<file path="src/rtl/cbu_pkg.sv">
package cbu_pkg;

  typedef enum logic [1:0] {
    KIND_NONE   = 2'd0,
    KIND_COND   = 2'd1,
    KIND_SHORT  = 2'd2,
    KIND_LONG   = 2'd3
  } br_kind_e;

  // flag selector encoded in opcode bits [7:6]
  typedef enum logic [1:0] {
    FSEL_N = 2'd0,
    FSEL_V = 2'd1,
    FSEL_C = 2'd2,
    FSEL_Z = 2'd3
  } flag_sel_e;

  typedef struct packed {
    br_kind_e  kind;
    flag_sel_e fsel;
    logic      want;
  } br_dec_t;

  localparam logic [7:0] OPC_ALWAYS_SHORT = 8'h80;
  localparam logic [7:0] OPC_ALWAYS_LONG  = 8'h82;
  localparam logic [4:0] COND_TAIL        = 5'b10000;

  localparam int unsigned SHORT_LEN = 2;
  localparam int unsigned LONG_LEN  = 3;

endpackage

</file>
<file path="src/rtl/cbu_decode.sv">
module cbu_decode
  import cbu_pkg::*;
(
  input  logic [7:0] opcode,
  input  logic       flag_n,
  input  logic       flag_v,
  input  logic       flag_z,
  input  logic       flag_c,
  output br_dec_t    dec,
  output logic       taken
);

  logic is_cond;
  logic sel_flag;

  assign is_cond = (opcode[4:0] == COND_TAIL);

  always_comb begin
    dec.fsel = flag_sel_e'(opcode[7:6]);
    dec.want = opcode[5];
    if (is_cond)
      dec.kind = KIND_COND;
    else if (opcode == OPC_ALWAYS_SHORT)
      dec.kind = KIND_SHORT;
    else if (opcode == OPC_ALWAYS_LONG)
      dec.kind = KIND_LONG;
    else
      dec.kind = KIND_NONE;
  end

  always_comb begin
    unique case (dec.fsel)
      FSEL_N:  sel_flag = flag_n;
      FSEL_V:  sel_flag = flag_v;
      FSEL_C:  sel_flag = flag_c;
      default: sel_flag = flag_z;
    endcase
  end

  always_comb begin
    unique case (dec.kind)
      KIND_COND:  taken = (sel_flag == dec.want);
      KIND_SHORT: taken = 1'b1;
      KIND_LONG:  taken = 1'b1;
      default:    taken = 1'b0;
    endcase
  end

endmodule

</file>
<file path="src/rtl/cbu_target.sv">
module cbu_target
  import cbu_pkg::*;
#(
  parameter int unsigned ADDR_W = 24
) (
  input  logic [ADDR_W-1:0] pc,
  input  logic [7:0]        op_lo,
  input  logic [7:0]        op_hi,
  input  br_kind_e          kind,
  input  logic              taken,
  output logic [ADDR_W-1:0] next_pc
);

  localparam int unsigned EXT8  = ADDR_W - 8;
  localparam int unsigned EXT16 = ADDR_W - 16;

  logic [ADDR_W-1:0] disp8;
  logic [ADDR_W-1:0] disp16;
  logic [ADDR_W-1:0] step;
  logic [ADDR_W-1:0] disp;

  assign disp8  = {{EXT8{op_lo[7]}}, op_lo};
  assign disp16 = {{EXT16{op_hi[7]}}, op_hi, op_lo};

  always_comb begin
    step = ADDR_W'(SHORT_LEN);
    disp = '0;
    unique case (kind)
      KIND_LONG: begin
        step = ADDR_W'(LONG_LEN);
        disp = disp16;
      end
      KIND_SHORT: disp = disp8;
      KIND_COND:  disp = taken ? disp8 : '0;
      default:    step = '0;
    endcase
  end

  always_comb begin
    if (kind == KIND_NONE)
      next_pc = '0;
    else
      next_pc = pc + step + disp;
  end

endmodule

</file>
<file path="src/rtl/cbu_cycles.sv">
module cbu_cycles
  import cbu_pkg::*;
#(
  parameter int unsigned CYC_W = 4
) (
  input  br_kind_e         kind,
  input  logic             taken,
  input  logic             emu,
  output logic [CYC_W-1:0] cycles
);

  localparam logic [CYC_W-1:0] BASE_COND  = CYC_W'(2);
  localparam logic [CYC_W-1:0] BASE_SHORT = CYC_W'(3);
  localparam logic [CYC_W-1:0] BASE_LONG  = CYC_W'(4);

  logic [CYC_W-1:0] emu_add;
  logic [CYC_W-1:0] take_add;

  assign emu_add  = CYC_W'(emu);
  assign take_add = CYC_W'(taken);

  always_comb begin
    unique case (kind)
      KIND_COND:  cycles = BASE_COND + take_add + emu_add;
      KIND_SHORT: cycles = BASE_SHORT + emu_add;
      KIND_LONG:  cycles = BASE_LONG;
      default:    cycles = '0;
    endcase
  end

endmodule

</file>
<file path="src/rtl/cond_branch_unit.sv">
module cond_branch_unit
  import cbu_pkg::*;
#(
  parameter int unsigned ADDR_W = 24,
  parameter int unsigned CYC_W  = 4
) (
  input  logic              clk,
  input  logic              rst_n,
  input  logic              in_valid,
  output logic              in_ready,
  input  logic [7:0]        in_opcode,
  input  logic              in_flag_n,
  input  logic              in_flag_v,
  input  logic              in_flag_z,
  input  logic              in_flag_c,
  input  logic              in_emu,
  input  logic [ADDR_W-1:0] in_pc,
  input  logic [7:0]        in_op_lo,
  input  logic [7:0]        in_op_hi,
  output logic              res_valid,
  input  logic              res_ready,
  output logic              res_taken,
  output logic              res_not_branch,
  output logic [ADDR_W-1:0] res_next_pc,
  output logic [CYC_W-1:0]  res_cycles
);

  br_dec_t           dec;
  logic              taken_c;
  logic [ADDR_W-1:0] next_c;
  logic [CYC_W-1:0]  cyc_c;
  logic              accept;

  cbu_decode u_dec (
    .opcode (in_opcode),
    .flag_n (in_flag_n),
    .flag_v (in_flag_v),
    .flag_z (in_flag_z),
    .flag_c (in_flag_c),
    .dec    (dec),
    .taken  (taken_c)
  );

  cbu_target #(.ADDR_W(ADDR_W)) u_tgt (
    .pc      (in_pc),
    .op_lo   (in_op_lo),
    .op_hi   (in_op_hi),
    .kind    (dec.kind),
    .taken   (taken_c),
    .next_pc (next_c)
  );

  cbu_cycles #(.CYC_W(CYC_W)) u_cyc (
    .kind   (dec.kind),
    .taken  (taken_c),
    .emu    (in_emu),
    .cycles (cyc_c)
  );

  assign in_ready = !res_valid || res_ready;
  assign accept   = in_valid && in_ready;

  always_ff @(posedge clk) begin
    if (!rst_n) begin
      res_valid      <= 1'b0;
      res_taken      <= 1'b0;
      res_not_branch <= 1'b0;
      res_next_pc    <= '0;
      res_cycles     <= '0;
    end else if (accept) begin
      res_valid      <= 1'b1;
      res_taken      <= taken_c;
      res_not_branch <= (dec.kind == KIND_NONE);
      res_next_pc    <= next_c;
      res_cycles     <= cyc_c;
    end else if (res_ready) begin
      res_valid      <= 1'b0;
    end
  end

endmodule

</file>
<file path="config.mk">
export PLATFORM = sky130hd
export DESIGN_NAME = cond_branch_unit
export DESIGN_NICKNAME = d
export VERILOG_FILES = /design/src/rtl/cbu_pkg.sv /design/src/rtl/cbu_decode.sv /design/src/rtl/cbu_target.sv /design/src/rtl/cbu_cycles.sv /design/src/rtl/cond_branch_unit.sv
export SDC_FILE = /design/constraint.sdc
export NUM_CORES = 1
export LEC_CHECK = 0
export ABC_CLOCK_PERIOD_IN_PS = 11600
export BUFFER_PORTS_ARGS = -buffer_cell sky130_fd_sc_hd__buf_2
export CAP_MARGIN = 20
export CORE_MARGIN = 2
export CORE_UTILIZATION = 48
export CTS_CLUSTER_SIZE = 40
export DETAILED_ROUTE_END_ITERATION = 12
export GPL_ROUTABILITY_DRIVEN = 0
export GPL_TIMING_DRIVEN = 1
export MAX_ROUTING_LAYER = met4
export PLACE_DENSITY = 0.83
export RECOVER_POWER = 25
export SYNTH_ARGS = -nofsm -noshare
export SYNTH_HDL_FRONTEND = slang
export SYNTH_SLANG_ARGS = --single-unit
</file>
<file path="constraint.sdc">
create_clock -name clk -period 11.6 [get_ports clk]
set_input_delay 1.74 -clock clk [delete_from_list [all_inputs] [get_ports clk]]
set_output_delay 1.74 -clock clk [all_outputs]
set_load 0.01 [all_outputs]
</file>
==> results of run 1 <==
-- synthesized netlist by cell type, drive strengths merged (3+ instances only) --
master / instances / share of area
mux2i: 5 / 0.018
and3: 6 / 0.014
nand3: 10 / 0.018
nor3b: 4 / 0.011
o21ai: 23 / 0.043
a21o: 16 / 0.049
clkbuf: 6 / 0.0081
dfxtp: 30 / 0.22
a211oi: 5 / 0.015
nor2b: 11 / 0.028
a31oi: 5 / 0.014
inv: 10 / 0.014
a21oi: 20 / 0.039
ha: 44 / 0.20
a22oi: 3 / 0.0081
nor2: 8 / 0.011
nor3: 4 / 0.0091
fa: 3 / 0.022
nand3b: 3 / 0.0081
a21boi: 6 / 0.016
xnor2: 9 / 0.029
nand2: 29 / 0.039
and2: 13 / 0.029
xor2: 8 / 0.025
-- cell usage in the layout (no fill, tap or decap), types with 2 or more instances in the layout --
| cell type | instances |
|---|---|
| a211o_1 | 2 |
| nor3b_1 | 4 |
| dfxtp_1 | 30 |
| buf_2 | 72 |
| or2_2 | 2 |
| a211oi_1 | 4 |
| a221o_1 | 2 |
| xor2_1 | 8 |
| nand4_1 | 2 |
| clkbuf_8 | 6 |
| nor4_1 | 2 |
| nand2_1 | 29 |
| a21oi_1 | 18 |
| a31oi_1 | 4 |
| fa_1 | 3 |
| and3_1 | 6 |
| mux2i_1 | 5 |
| nor3_1 | 3 |
| o21a_1 | 2 |
| xnor2_1 | 9 |
| inv_1 | 10 |
| a22oi_1 | 3 |
| nor2_1 | 8 |
| ha_1 | 44 |
| nand3_1 | 10 |
| nand3b_1 | 3 |
| a21o_2 | 7 |
| a21boi_0 | 6 |
| o211ai_1 | 2 |
| nor2b_1 | 10 |
| a21o_1 | 8 |
| and2_1 | 12 |
| a21oi_2 | 2 |
| o21ai_0 | 21 |
| clkbuf_1 | 16 |
| nand2b_1 | 2 |
-- final timing paths --
| kind | to | slack, ns | start | depth (start not counted) |
|---|---|---|---|---|
| worst max-delay path | res_next_pc[21]$_SDFFE_PN0P_ | 6.10 | in_opcode[6] | 18 |
| worst min-delay path | res_next_pc[21]$_SDFFE_PN0P_ | 0.46 | res_next_pc[21]$_SDFFE_PN0P_ | 2 |
| worst min register to register | res_next_pc[21]$_SDFFE_PN0P_ | 0.46 | res_next_pc[21]$_SDFFE_PN0P_ | 2 |
| worst max register to register | res_next_pc[19]$_SDFFE_PN0P_ | 9.61 | res_valid$_SDFFE_PN0P_ | 6 |
-- power groups by stage --
stage	Clock [mW]	Sequential, mW	Combinational, mW
detailed placement	0	0.108	0.0492
CTS	0.0897	0.105	0.0497
global route	0.0953	0.105	0.0548
floorplan	0	0.108	0.0295
finish	0.0885	0.105	0.0493
global placement	0	0.108	0.0477
-- state kept, by name, summed over array words and instances, names as in the netlist --
signal	cells
res_cycles	3
res_next_pc	24
res_not_branch	1
res_taken	1
res_valid	1
-- final cells by class --
type	instances	area, sq um	area share
clock inverters	1	5.00	0.00151
repair buffers	87	417	0.125
well taps	72	90.1	0.0271
clock buffers	7	86.3	0.0260
inverters	10	37.5	0.0113
flip-flops and latches	30	601	0.181
multi-input cells	266	2080	0.628
-- worst reg2reg max path: stages, from the launching register on --
cell and delay [ns]:
dfxtp_1 0.31, nand2b_1 0.11, and2_1 0.41, nand3_1 0.51
nor4b_1 0.41, a211oi_1 0.09, nand2_1 0.10
-- logic make-up (layout without fill, tap and decap cells) --
family                     count (synthesis)  in the layout  synth area share
xor gates and xnor gates                  17             17            0.0539
and+or+nand+nor                          101            101             0.213
AOI/OAI and AO/OA                         94             94             0.242
DFF                                       30             30             0.217
other                                      1              1           0.00136
buffers and inverters                     18            105            0.0285
muxes                                      6              6            0.0235
adders and majority gates                 47             47             0.221
-- metal layers --
layer / GRT usage / wire, um
met1: 0.262 / 3030
met5: - / 0
met4: 0.0424 / 46
met2: 0.363 / 3120
met3: 0.0328 / 353
-- stage by stage --
step	cell area, sq um	hold slack (ns)	worst slack (ns)	power (mW)	instances
2_1_floorplan	2760	0.470	6.50	0.138	314
3_3_place_gp	3250	0.431	6.07	0.155	465
3_5_place_dp	3250	0.438	5.85	0.157	465
4_1_cts	3340	0.453	6.11	0.245	473
5_1_grt	3320	0.479	5.83	0.256	473
6_report	3320	0.457	6.10	0.243	473
==> reports/qor.txt, run 1 <==
critical path peak fanout: 10
leakage power: 1.66 nW
Clock Latency Late Sink: 0.28 ns
Sw Share: 0.281
Crit path buffers/inverters: 2
DIE WIDTH: 79.9 um
Worst VDD drop: 0.0535 mV
RSZ-0062 raised after global routing: false
die area: 0.00638 sq mm
Final Core Density: 0.599
vias per cell: 5.53
Row Count: 27
initial antenna violation count: 0
CP arrival: 5.67 ns
max-slew violation count: 0
gr usage total: 0.211
Die Span Y: 79.9 um
pin count of the biggest net entering global routing: 20
setup TNS: 0 ns
initial DRC count: 134
Post-Synthesis Cell Area: 0.00276 sq mm
clock-pin slew on the worst setup and hold paths: 0.06 ns
Ys Warns: 0
Final Net Count: 504
worst-margin pin slew: 0.770 ns
TritonCTS clock tree: yes
Initial Utilization: 0.499
wire per inst: 13.8 um
Core Footprint: 0.00554 sq mm
via count: 2614
first-pass GRT wire length: 10.6 mm
remaining global-route overflow: 0
Syn Area/Cell: 8.80 sq um
critical path class: in2reg
Clock power frac: 0.364
headroom to the max-slew limit: 0.486
status: complete, no violations
power share of the sequential group: 0.433
hold_buf cts: 0
# DRC: 0
Synth Net Count: 418
Worst path max stage delay: 0.45 ns
hold crit path type: reg2reg
internal power: 0.175 mW
share of cells above drive strength 1: 0.252
Setup Buffers After CTS: 0
sw power: 0.0682 mW
Slowest-stage cell, CP: a221o_1
CP Cell Sequence: buf_2 > mux2i_1 > mux2i_1 > xnor2_1 > a21oi_1 > nor2b_1 > and2_1 > fa_1 > ha_1 > inv_1 > fa_1 > nor2b_4 > o31ai_2 > a21oi_2 > a221o_1 > a21oi_2 > mux2i_1 > nand3_1
Gate power share: 0.203
number of synthesized flops with an enable pin: 0
Final Hold Viols: 0
Worst Setup End Kind: register
# resized after CTS: 0
Routed Antenna Nets: 0
Fillers: 514
Startpoint Class: primary input
Port-buffer cells: 87
FF+latch count, synth: 30
top achievable clock speed: 182 MHz
FFs w/ async S/R, synth: 0
distinct cell type count after synthesis: 59
Ports: 89
crit path time final: 5.50 ns
clock sink total: 30
most numerous cell on the critical path: mux2i_1
H-tree depth: 2
crit share post-route: 0.475
CTS max path bufs: 2
drt total wl: 6.54 mm
number of global-route vias before repair: 2460
sequential element share of the synthesized area: 0.217
P per Cell Area: 73.2 mW/mm^2
# diodes: 0
DRT Pass-1 Iters: 4
Worst Skew: 0.00785 ns
clk root buf: clkbuf_8
Crit path required time: 11.76 ns
DP HPWL: 5.23 mm
Syn Inst Count: 314
family with the most delay on the worst path: compound AO/OA/AOI/OAI gates
Area growth syn-to-layout: 20.1%
dominant synthesized flop cell: dfxtp_1
final setup fails: 0
Max-cap violations: 0
total CTS buffers: 5
Power figures use the tool's default switching activity.
==> run 2, diff against run 1 <==
--- a/config.mk
+++ b/config.mk
@@ -5,7 +5,8 @@
 export SDC_FILE = /design/constraint.sdc
 export NUM_CORES = 1
 export LEC_CHECK = 0
-export ABC_CLOCK_PERIOD_IN_PS = 11600
+export ABC_AREA = 1
+export ABC_CLOCK_PERIOD_IN_PS = 5440
 export BUFFER_PORTS_ARGS = -buffer_cell sky130_fd_sc_hd__buf_2
 export CAP_MARGIN = 20
 export CORE_MARGIN = 2
@@ -15,7 +16,7 @@
 export GPL_ROUTABILITY_DRIVEN = 0
 export GPL_TIMING_DRIVEN = 1
 export MAX_ROUTING_LAYER = met4
-export PLACE_DENSITY = 0.83
+export PLACE_DENSITY = 0.82
 export RECOVER_POWER = 25
 export SYNTH_ARGS = -nofsm -noshare
 export SYNTH_HDL_FRONTEND = slang
==> constraint.sdc (replaced) <==
create_clock -name clk -period 5.44 [get_ports clk]
set_input_delay 0.816 -clock clk [delete_from_list [all_inputs] [get_ports clk]]
set_output_delay 0.816 -clock clk [all_outputs]
set_load 0.01 [all_outputs]
==> reports/qor.txt, run 2 <==
DRT Pass-1 Iters: 5 (was 4)
adder-cell share of the synthesized area: 0.209 (was 0.221)
top post-synthesis cells by count: 107 x nand2_1, 64 x a21oi_1, 44 x ha_1 (was 44 x ha_1, 30 x dfxtp_1, 29 x nand2_1)
clock-pin slew on the worst setup and hold paths: 0.06 ns (about the same)
critical path peak fanout: 12 (was 10)
first-pass GRT wire length: 12.7 mm (was 10.6 mm)
max-slew violation count: 0 (unchanged)
crit share post-route: 0.748
placed insts: 596 (was 465)
most frequent cells in the layout: 107 x nand2_1, 72 x buf_2, 64 x a21oi_1 (was 72 x buf_2, 44 x ha_1, 30 x dfxtp_1)
leakage power: 1.88 nW (was 1.66 nW)
Crit path required time: 5.58 ns (was 11.76 ns)
distinct cell type count after synthesis: 39 (was 59)
initial DRC count: 184 (was 134)
internal power: 0.410 mW (was 0.175 mW)
CP Cell Sequence: buf_2 > nor2_1 > inv_1 > nor4_4 > nor2_2 > nor2_1 > ha_1 > ha_1 > a21oi_1 > nand2_1 > nand2_1 > nand2_1 > a21oi_1 > o21ai_0 > o21ai_1 > a21oi_1 (was buf_2 > mux2i_1 > mux2i_1 > xnor2_1 > a21oi_1 > nor2b_1 > and2_1 > fa_1 > ha_1 > inv_1 > fa_1 > nor2b_4 > o31ai_2 > a21oi_2 > a221o_1 > a21oi_2 > mux2i_1 > nand3_1)
Worst path max stage delay: 0.63 ns (was 0.45 ns)
Port-buffer cells: 87 (unchanged)
Post-Synth XOR/XNOR Area: 0.0120 (was 0.0539)
Final Hold Viols: 0 (unchanged)
Multi-input gate area: 0.00211 sq mm (was 0.00208 sq mm)
power share of the sequential group: 0.404 (was 0.433)
Syn Area/Cell: 6.62 sq um (was 8.80 sq um)
sequential element share of the synthesized area: 0.205 (was 0.217)
family with the most delay on the worst path: simple AND/OR/NAND/NOR gates (was compound AO/OA/AOI/OAI gates)
via count: 3271 (was 2614)
Slowest-stage cell, CP: nor4_4 (was a221o_1)
number of synthesized flops with an enable pin: 0 (unchanged)
Syn Inst Count: 442 (was 314)
share of cells above drive strength 1: 0.188 (was 0.252)
Post-Synthesis Cell Area: 0.00292 sq mm (was 0.00276 sq mm)
CP arrival: 4.21 ns (was 5.67 ns)
worst-margin pin slew: 0.898 ns (was 0.770 ns)
Die Span Y: 82.1 um (was 79.9 um)
dominant synthesized flop cell: dfxtp_1 (unchanged)
Initial Utilization: 0.494 (was 0.499)
fin cells: 603 (was 473)
largest family of logic cells by synthesized area: simple AND/OR/NAND/NOR gates (was compound AO/OA/AOI/OAI gates)
Area growth syn-to-layout: 19.8% (was 20.1%)
synth top area cells: dfxtp_1 21%, ha_1 19%, nand2_1 14%, a21oi_1 11%, inv_1 5.3% (was dfxtp_1 22%, ha_1 20%, nand2_1 3.9%, o21ai_0 3.8%, a21oi_1 3.3%)
DIE WIDTH: 82.1 um (was 79.9 um)
CTS max path bufs: 2 (unchanged)
clock sink total: 30 (unchanged)
# resized after CTS: 0 (unchanged)
mux cell area share after synthesis: 0 (was 0.0235)
clk root buf: clkbuf_8 (unchanged)
Synth Net Count: 546 (was 418)
most frequent cell after synthesis: nand2_1 (was ha_1)
H-tree depth: 2 (unchanged)
hold crit path type: reg2reg (unchanged)
Ys Warns: 0 (unchanged)
Sw Share: 0.260 (was 0.281)
placed cell areas: 0.00341 sq mm (was 0.00325 sq mm)
Worst Skew: 0.00352 ns (was 0.00785 ns)
Row Count: 28 (was 27)
critical path class: in2reg (unchanged)
max FFs per register: 24 (unchanged)
gr usage total: 0.247 (was 0.211)
post-synthesis simple-gate area fraction: 0.297 (was 0.213)
FFs w/ async S/R, synth: 0 (unchanged)
Crit path buffers/inverters: 2 (unchanged)
Clock power frac: 0.402 (was 0.364)
P per Cell Area: 158 mW/mm^2 (was 73.2 mW/mm^2)
status: complete, no violations (unchanged)
crit path time final: 4.07 ns
Routed Antenna Nets: 0 (unchanged)
Tot Pwr: 0.554 mW (was 0.243 mW)
final setup fails: 0 (unchanged)
Worst Setup End Kind: register (unchanged)
Largest Register: res_next_pc (unchanged)
sw power: 0.144 mW (was 0.0682 mW)
commonest non-fill, non-tap cell in the layout: nand2_1 (was buf_2)
Worst VDD drop: 0.168 mV (was 0.0535 mV)
post-route cell area: 0.00350 sq mm (was 0.00332 sq mm)
Final Net Count: 632 (was 504)
vias per cell: 5.42 (was 5.53)
Setup Buffers After CTS: 0 (unchanged)
headroom to the max-slew limit: 0.400 (was 0.486)
Register Area: 601 sq um (unchanged)
Max-cap violations: 0 (unchanged)
hold_buf cts: 0 (unchanged)
Synth Area in Compound Gates: 0.204 (was 0.242)
Core Footprint: 0.00592 sq mm (was 0.00554 sq mm)
total CTS buffers: 5 (unchanged)
Regs by FF count: res_next_pc: 24 flops, res_cycles: 3 flops (unchanged)
Gate power share: 0.193 (was 0.203)
# diodes: 0 (unchanged)
Fillers: 583 (was 514)
remaining global-route overflow: 0 (unchanged)
die area: 0.00673 sq mm (was 0.00638 sq mm)
drt total wl: 7.44 mm (was 6.54 mm)
area share of the largest cell type after synthesis: 0.205 (was 0.217)
initial antenna violation count: 0 (unchanged)
RSZ-0062 raised after global routing: false (unchanged)
top achievable clock speed: 246 MHz
TritonCTS clock tree: yes (unchanged)
DP HPWL: 6.19 mm (was 5.23 mm)
# DRC: 0 (unchanged)
Startpoint Class: primary input (unchanged)
Yosys top cell by area: dfxtp_1 (unchanged)
wire per inst: 12.3 um (was 13.8 um)
setup TNS: 0 ns (unchanged)
Clock Latency Late Sink: 0.28 ns (about the same)
FF+latch count, synth: 30 (unchanged)
number of global-route vias before repair: 3067 (was 2460)
Ports: 89 (unchanged)
pin count of the biggest net entering global routing: 30 (was 20)
## run 2: changes by cell type after synthesis, moves of 11 or more
cell,change
a21oi_1,+46
nand2_1,+78
nand3_1,+19
inv_1,+31
and2_1,-11
nor2_1,+32
## run 2: cells by family (layout without fill, tap and decap cells)
group / Yosys count / count (layout)
other: 1 / 1
AND/OR/NAND/NOR: 198 / 198
AO/OA/AOI/OAI: 110 / 110
adder cells (fa/ha/maj): 47 / 47
flip-flops: 30 / 30
buffers and inverters: 52 / 138
XOR/XNOR: 4 / 4
## run 2: per-layer routing
metal  vias to the layer above  part of all wire  global-route usage
met1                      1436              0.42               0.283
met3                        24             0.062              0.0582
met2                       146              0.49               0.423
met5                         -                 0                   -
met4                         0             0.033              0.0833
li1                       1665                 -                   -
## run 2: per-stage QoR
| step | hold slack, ns | util | setup WS, ns |
|---|---|---|---|
| 6_report | 0.464 | 0.592 | 1.37 |
| 3_3_place_gp | 0.452 | 0.576 | 1.18 |
| 5_1_grt | 0.480 | 0.592 | 0.988 |
| 2_1_floorplan | 0.490 | - | 1.72 |
| 4_1_cts | 0.463 | 0.595 | 1.41 |
| 3_5_place_dp | 0.456 | 0.576 | 1.11 |
## run 2: worst paths after layout
path	startpoint	end	slack, ns	depth (start not counted)
worst max-delay path	in_opcode[3]	res_next_pc[12]$_SDFFE_PN0P_	1.37	16
worst min-delay path	res_next_pc[12]$_SDFFE_PN0P_	res_next_pc[12]$_SDFFE_PN0P_	0.46	2
worst max register to register	res_valid$_SDFFE_PN0P_	res_next_pc[22]$_SDFFE_PN0P_	2.95	7
worst min register to register	res_next_pc[12]$_SDFFE_PN0P_	res_next_pc[12]$_SDFFE_PN0P_	0.46	2
## run 2: power groups by stage
stage               sequential, mW  clock (mW)  combinational [mW]
floorplan                    0.230           0              0.0656
global placement             0.229           0               0.105
detailed placement           0.229           0               0.107
CTS                          0.224       0.228               0.107
global route                 0.224       0.242               0.123
finish                       0.224       0.223               0.107
## run 2: cell type report
cell class | count | area share
multi-input cells | 360 | 0.604
flip-flops and latches | 30 | 0.171
repair buffers | 87 | 0.119
inverters | 44 | 0.0471
well taps | 75 | 0.0268
clock buffers | 6 | 0.0236
clock inverters | 1 | 0.00857
## run 2: tightest hold or removal path, cell delays in order, from the launching register on
cell and delay (ns):
dfxtp_1 0.31, nand2_1 0.06, a21oi_1 0.05
